===== src/rtl/cla_pkg.sv =====
package cla_pkg;

    // Largest span one lookahead stage has to handle.
    localparam int LA_MAX = 8;

    typedef struct packed {
        logic gen;
        logic prop;
    } gp_t;

    // Carries into positions 1..n of a span, each one formed as a sum of
    // products over the span's generate/propagate terms and its carry-in.
    // Bit 0 of the result is the carry-in itself.
    function automatic logic [LA_MAX:0] la_carries(
        input logic [LA_MAX-1:0] g,
        input logic [LA_MAX-1:0] p,
        input logic              cin,
        input int                n
    );
        logic [LA_MAX:0] c;
        logic            acc;
        logic            chain;
        c    = '0;
        c[0] = cin;
        for (int k = 0; k < LA_MAX; k++) begin
            if (k < n) begin
                acc   = 1'b0;
                chain = 1'b1;
                for (int j = LA_MAX - 1; j >= 0; j--) begin
                    if (j <= k) begin
                        acc   = acc | (g[j] & chain);
                        chain = chain & p[j];
                    end
                end
                c[k+1] = acc | (chain & cin);
            end
        end
        return c;
    endfunction

    // Group generate and propagate of an n-wide span.
    function automatic gp_t la_group(
        input logic [LA_MAX-1:0] g,
        input logic [LA_MAX-1:0] p,
        input int                n
    );
        gp_t  r;
        logic chain;
        r.gen = 1'b0;
        chain = 1'b1;
        for (int j = LA_MAX - 1; j >= 0; j--) begin
            if (j < n) begin
                r.gen = r.gen | (g[j] & chain);
                chain = chain & p[j];
            end
        end
        r.prop = chain;
        return r;
    endfunction

endpackage


===== src/rtl/cla_bit_terms.sv =====
module cla_bit_terms #(
    parameter int W = 16
) (
    input  logic [W-1:0] a,
    input  logic [W-1:0] b,
    output logic [W-1:0] g,
    output logic [W-1:0] p,
    output logic [W-1:0] h
);
    for (genvar i = 0; i < W; i++) begin : g_bit
        assign g[i] = a[i] & b[i];
        assign p[i] = a[i] | b[i];
        assign h[i] = a[i] ^ b[i];
    end
endmodule


===== src/rtl/cla_group.sv =====
module cla_group
    import cla_pkg::*;
#(
    parameter int GW = 4
) (
    input  logic [GW-1:0] g,
    input  logic [GW-1:0] p,
    input  logic          cin,
    output logic [GW-1:0] c,
    output gp_t           grp
);
    logic [LA_MAX-1:0] gx;
    logic [LA_MAX-1:0] px;
    logic [LA_MAX:0]   cx;

    always_comb begin
        gx         = '0;
        px         = '0;
        gx[GW-1:0] = g;
        px[GW-1:0] = p;
        cx         = la_carries(gx, px, cin, GW);
        c          = cx[GW-1:0];
        grp        = la_group(gx, px, GW);
    end
endmodule


===== src/rtl/cla_carry_unit.sv =====
module cla_carry_unit
    import cla_pkg::*;
#(
    parameter int NG = 4
) (
    input  gp_t [NG-1:0] grp,
    input  logic         c0,
    output logic [NG:0]  gc
);
    logic [LA_MAX-1:0] gx;
    logic [LA_MAX-1:0] px;
    logic [LA_MAX:0]   cx;

    always_comb begin
        gx = '0;
        px = '0;
        for (int k = 0; k < NG; k++) begin
            gx[k] = grp[k].gen;
            px[k] = grp[k].prop;
        end
        cx = la_carries(gx, px, c0, NG);
        gc = cx[NG:0];
    end
endmodule


===== src/rtl/cla16_adder.sv =====
module cla16_adder
    import cla_pkg::*;
#(
    parameter int GRP_W = 4,
    parameter int N_GRP = 4
) (
    input  logic [GRP_W*N_GRP-1:0] a_in,
    input  logic [GRP_W*N_GRP-1:0] b_in,
    input  logic                   carry_in,
    output logic [GRP_W*N_GRP-1:0] sum_out,
    output logic                   carry_out
);
    localparam int W = GRP_W * N_GRP;

    logic [W-1:0]       bit_g;
    logic [W-1:0]       bit_p;
    logic [W-1:0]       bit_h;
    logic [W-1:0]       bit_c;
    gp_t  [N_GRP-1:0]   grp_t;
    logic [N_GRP:0]     grp_c;

    cla_bit_terms #(.W(W)) u_terms (
        .a (a_in),
        .b (b_in),
        .g (bit_g),
        .p (bit_p),
        .h (bit_h)
    );

    for (genvar k = 0; k < N_GRP; k++) begin : g_grp
        cla_group #(.GW(GRP_W)) u_grp (
            .g   (bit_g[k*GRP_W +: GRP_W]),
            .p   (bit_p[k*GRP_W +: GRP_W]),
            .cin (grp_c[k]),
            .c   (bit_c[k*GRP_W +: GRP_W]),
            .grp (grp_t[k])
        );
    end

    cla_carry_unit #(.NG(N_GRP)) u_top (
        .grp (grp_t),
        .c0  (carry_in),
        .gc  (grp_c)
    );

    assign sum_out   = bit_h ^ bit_c;
    assign carry_out = grp_c[N_GRP];
endmodule


===== config.mk =====
export PLATFORM = sky130hd
export DESIGN_NAME = cla16_adder
export DESIGN_NICKNAME = d
export VERILOG_FILES = /design/src/rtl/cla_pkg.sv /design/src/rtl/cla_bit_terms.sv /design/src/rtl/cla_group.sv /design/src/rtl/cla_carry_unit.sv /design/src/rtl/cla16_adder.sv
export SDC_FILE = /design/constraint.sdc
export NUM_CORES = 1
export LEC_CHECK = 0
export CAP_MARGIN = 20
export CORE_ASPECT_RATIO = 1.2
export CORE_MARGIN = 2
export CORE_UTILIZATION = 62
export DETAILED_ROUTE_END_ITERATION = 16
export DONT_BUFFER_PORTS = 1
export PLACE_DENSITY = 0.81
export SYNTH_ARGS = -nofsm -noshare
export SYNTH_HDL_FRONTEND = slang
export SYNTH_HIERARCHICAL = 1
export SYNTH_SLANG_ARGS = --single-unit
export TNS_END_PERCENT = 1

===== constraint.sdc =====
create_clock -name vclk -period 2.13
set_clock_uncertainty 0.05 [all_clocks]
set_input_delay 0.3195 -clock vclk [all_inputs]
set_output_delay 0.3195 -clock vclk [all_outputs]
set_load 0.02 [all_outputs]

After elaboration in Yosys (flattened, before gate mapping)
Index checks and enable logic that the tools add are counted.
{"block": "classes", "n_bitwise": 171}
{"cell": "$and A1 B1 Y1", "n": 92}
{"cell": "$or A1 B1 Y1", "n": 62}
{"cell": "$xor A1 B1 Y1", "n": 16}
{"cell": "$xor A16 B16 Y16", "n": 1}
{"block": "totals", "reg_bits": 0, "input_bits": 33, "out_inout_bits": 17}

Logic depth before layout (Yosys ltp)
Gate-level depths: netlist of the first run.
{"block": "logic_depth", "depth_word": 12, "mapped_depth": 11, "mapped_depth_nobuf": 11}

Modules after synthesis
Netlist of the first run, hierarchy kept.
{"mod": "cla_bit_terms", "n_inst": 1, "cells_each": 80, "area_each_um2": 580.6}
{"mod": "cla_group", "n_inst": 4, "cells_each": 11, "area_each_um2": 65.1}
{"mod": "cla16_adder", "n_inst": 1, "cells_each": 16, "area_each_um2": 140.1}
{"mod": "cla_carry_unit", "n_inst": 1, "cells_each": 6, "area_each_um2": 46.3}

Worst setup path before layout of the first run
Ideal clock, no wire load.
{"block": "synth_path", "path_type": "input to output", "startpoint": "input a_in[1]", "endpoint": "output sum_out[15]", "t_arrival_ps": 2080, "required_ps": 1761, "slack_ps": -320, "stages": 11, "n_path_buf": 0, "cell_sequence": "inv_1 -> ha_1 -> inv_1 -> a21oi_1 -> o21ai_0 -> a21o_1 -> a21o_1 -> a21o_1 -> a21o_1 -> a31o_1 -> xor2_1"}
{"element": "start, declared", "line_no": "cla16_adder.sv:7", "text": "input logic [GRP_W*N_GRP-1:0] a_in,"}
{"element": "end, declared", "line_no": "cla16_adder.sv:10", "text": "output logic [GRP_W*N_GRP-1:0] sum_out,"}

==> results of run 1 <==
[final timing paths]
kind	end	slack, ns	depth (start not counted)
setup / recovery	sum_out[15]	-0.14	11
hold / removal	sum_out[0]	0.72	1
[kinds of logic (layout without fill, tap and decap cells)]
family,after synthesis,count (layout)
buffers and inverters,53,68
AOI/OAI and AO/OA,33,33
adders and majority gates,32,32
xor gates and xnor gates,16,16
and+or+nand+nor,12,12
[cell type report]
type | instances | area share [%]
timing repair buffer | 20 | 12.06
tap | 18 | 1.765
multi-input combinational | 93 | 69.90
inverter | 48 | 16.27
[critical path, delay by kind of cell]
family                     cells  cell delay, ns
adders and majority gates      1            0.16
AOI/OAI and AO/OA              6            1.00
buffers and inverters          2            0.08
xor gates and xnor gates       1            0.27
and+or+nand+nor                1            0.07
[placed cells by master (no fill, tap or decap)]
cell type	instances
inv_12	1
o21ai_1	1
inv_1	41
buf_6	1
o21ai_0	3
ha_1	26
inv_2	2
xor2_1	12
nor2_1	4
a31o_1	5
ha_4	3
inv_6	2
a21oi_2	2
xor2_2	4
ha_2	3
a21oi_1	6
buf_4	19
a21o_1	16
inv_4	2
nand2_1	8
[power breakdown]
part / switching (W) / internal [W] / leakage (nW)
Clock: 0 / 0 / 0
Sequential: 0 / 0 / 0
Combinational: 0.000228 / 0.000176 / 0.803
Total: 0.000228 / 0.000176 / 0.803
[timing repair]
| action | 4_1_cts | 5_1_grt |
|---|---|---|
| gates resized for setup | 1 | 7 |
| endpoints found under the setup margin | 5 | 8 |
| pin swaps | 2 | 5 |
[stage by stage]
stage,cell area (sq um),hold slack (ns)
4_1_cts,1247,0.7242
5_1_grt,1276,0.7396
2_1_floorplan,1109,0.8599
3_5_place_dp,1244,0.7242
6_report,1276,0.7224
3_3_place_gp,1244,0.7231
[per-layer routing]
metal / vias up / share of wire [%] / routed length [um]
met4: 0 / 0.77 / 16
met5: - / 0 / 0
met2: 28 / 62 / 1277
met3: 2 / 5.5 / 114
met1: 412 / 32 / 656
li1: 469 / - / -
==> results by group, run 1 <==
Run status
  – Run status: finished with violations
  – Failing checks: negative setup slack

Clocking
  – CTS Hold Buffers Added: 0
  – Post-CTS setup buffer count: 0

STA
  – Final setup viols: 4
  – Final min period: 2.268 ns
  – TNS Setup: -0.3498 ns
  – Slew @ Worst Pin: 0.4736 ns
  – Unrepaired setup endpoints after global routing: true
  – Period utilization: 106.5%
  – Highest clock rate: 0.4409 GHz
  – Final Slew Violations: 0
  – Setup slack after layout: -0.1381 ns
  – Endpoints failing hold: 0
  – Worst slew margin: 68.32%

Logic synthesis
  – Mux cell area share after synthesis: 0%
  – Cells after Synth: 146
  – Syn_area_per_cell: 7.036 sq um
  – Cell with the most instances after synthesis: inv_1
  – Mapped cell area: 0.001027 sq mm
  – Post-synth top area cell: ha_1
  – Post-synthesis compound-gate area fraction: 21.80%
  – Sequential area share after synthesis: 0%
  – Synthesized-area fraction occupied by adder cells: 38.98%
  – Top-area cell type share of the netlist area: 38.98%
  – Netlist cell types: 10
  – Simple-gate area share of the yosys netlist: 4.385%
  – Post-synth top cells: inv_1 (48), ha_1 (32), a21o_1 (16), xor2_1 (16)
  – Area contributors post-synth: ha_1 (39%), inv_1 (18%), xor2_1 (14%)
  – Synth warn: 6
  – Xor and xnor fraction of the mapped netlist area: 13.64%
  – Largest family of logic cells by synthesized area: adder cells
  – Syn nets: 211

Critical path
  – Max incr delay on CP: 0.27 ns
  – Slowest cell on crit path: xor2_2
  – Most frequent CP cell: a21o_1
  – Critical path data arrival time: 1.90 ns
  – Critical Path RT: 1.76 ns
  – Startpoint types: input port
  – Worst Setup SP: a_in[2]
  – CP Class: in2out
  – Crit end category: output pin
  – Max FO, Critical Path: 4
  – Worst path cell trace: inv_1 > ha_1 > inv_2 > nand2_1 > o21ai_1 > a21o_1 > a21o_1 > a21o_1 > a21o_1 > a31o_1 > xor2_2

Cells and area
  – Share of cells above drive strength 1: 24.22%
  – Multi-input logic area: 892.1 sq um
  – Fin util: 79.69%
  – Seq_cells: 0
  – Layout clock buffers: 0
  – Final #Nets: 228
  – Inserted Diodes: 0
  – Post-Layout Cell Count: 179
  – Area Growth Syn to Fin: 24.24%
  – Reg area: 0 sq um
  – Filler cell count in the final layout: 110

Placement
  – Port buffer count: 0
  – Final Wtd Congestion: 0.6896
  – Detail Placement HPWL: 1830 um
  – DP Cell Count: 179
  – Place WS: -0.1303 ns

Flow run
  – Max Cap Viol: 0

Detailed routing
  – Via count: 911
  – WL/cell: 11.54 um
  – Drc violations: 0
  – Pre-antenna DRT Iters: 4
  – Final wirelength: 2065 um
  – Post-route ant nets: 0
  – DR iter-0 viols: 6
  – Via density per instance: 5.089

Global route
  – GRT Max-Usage Layer: met2
  – Global routing met1 resource utilization: 17.61%
  – Total gr overflow: 0
  – Vias in the first global route: 952
  – First-pass GRT wire length: 3201 um
  – Met2 Usage GRT: 48.18%
  – Met3 Use GR: 0.4587%
  – GR Util All Layers: 21.23%
  – Initial antenna violation count: 0
  – Largest net degree at the start of global routing: 5

Floorplan
  – Die area: 0.002000 sq mm
  – Core footprint: 0.001602 sq mm
  – Die height: 48.59 um
  – I/O Pins: 50
  – Die X: 41.16 um
  – Starting Density: 64.14%
  – Row count: 16

Power
  – Pleak: 0.8032 nW
  – Worst IR drop on VDD: 0.2224 mV
  – P per Cell Area: 316.7 mW/mm^2
  – Overall power: 0.0004041 W

Min path
  – Hold Path Class: in2out
  – Hold Startpoint: carry_in
No activity file was read; power rests on OpenSTA's default activity.
==> inputs of run 2 (changes only) <==
--- a/config.mk
+++ b/config.mk
@@ -12,6 +12,7 @@
 export DETAILED_ROUTE_END_ITERATION = 16
 export DONT_BUFFER_PORTS = 1
 export PLACE_DENSITY = 0.81
+export SLEW_MARGIN = 20
 export SYNTH_ARGS = -nofsm -noshare
 export SYNTH_HDL_FRONTEND = slang
 export SYNTH_HIERARCHICAL = 1
==> results of run 2 <==
Same layout as run 1: the final DEF is identical, and so are final timing and power.
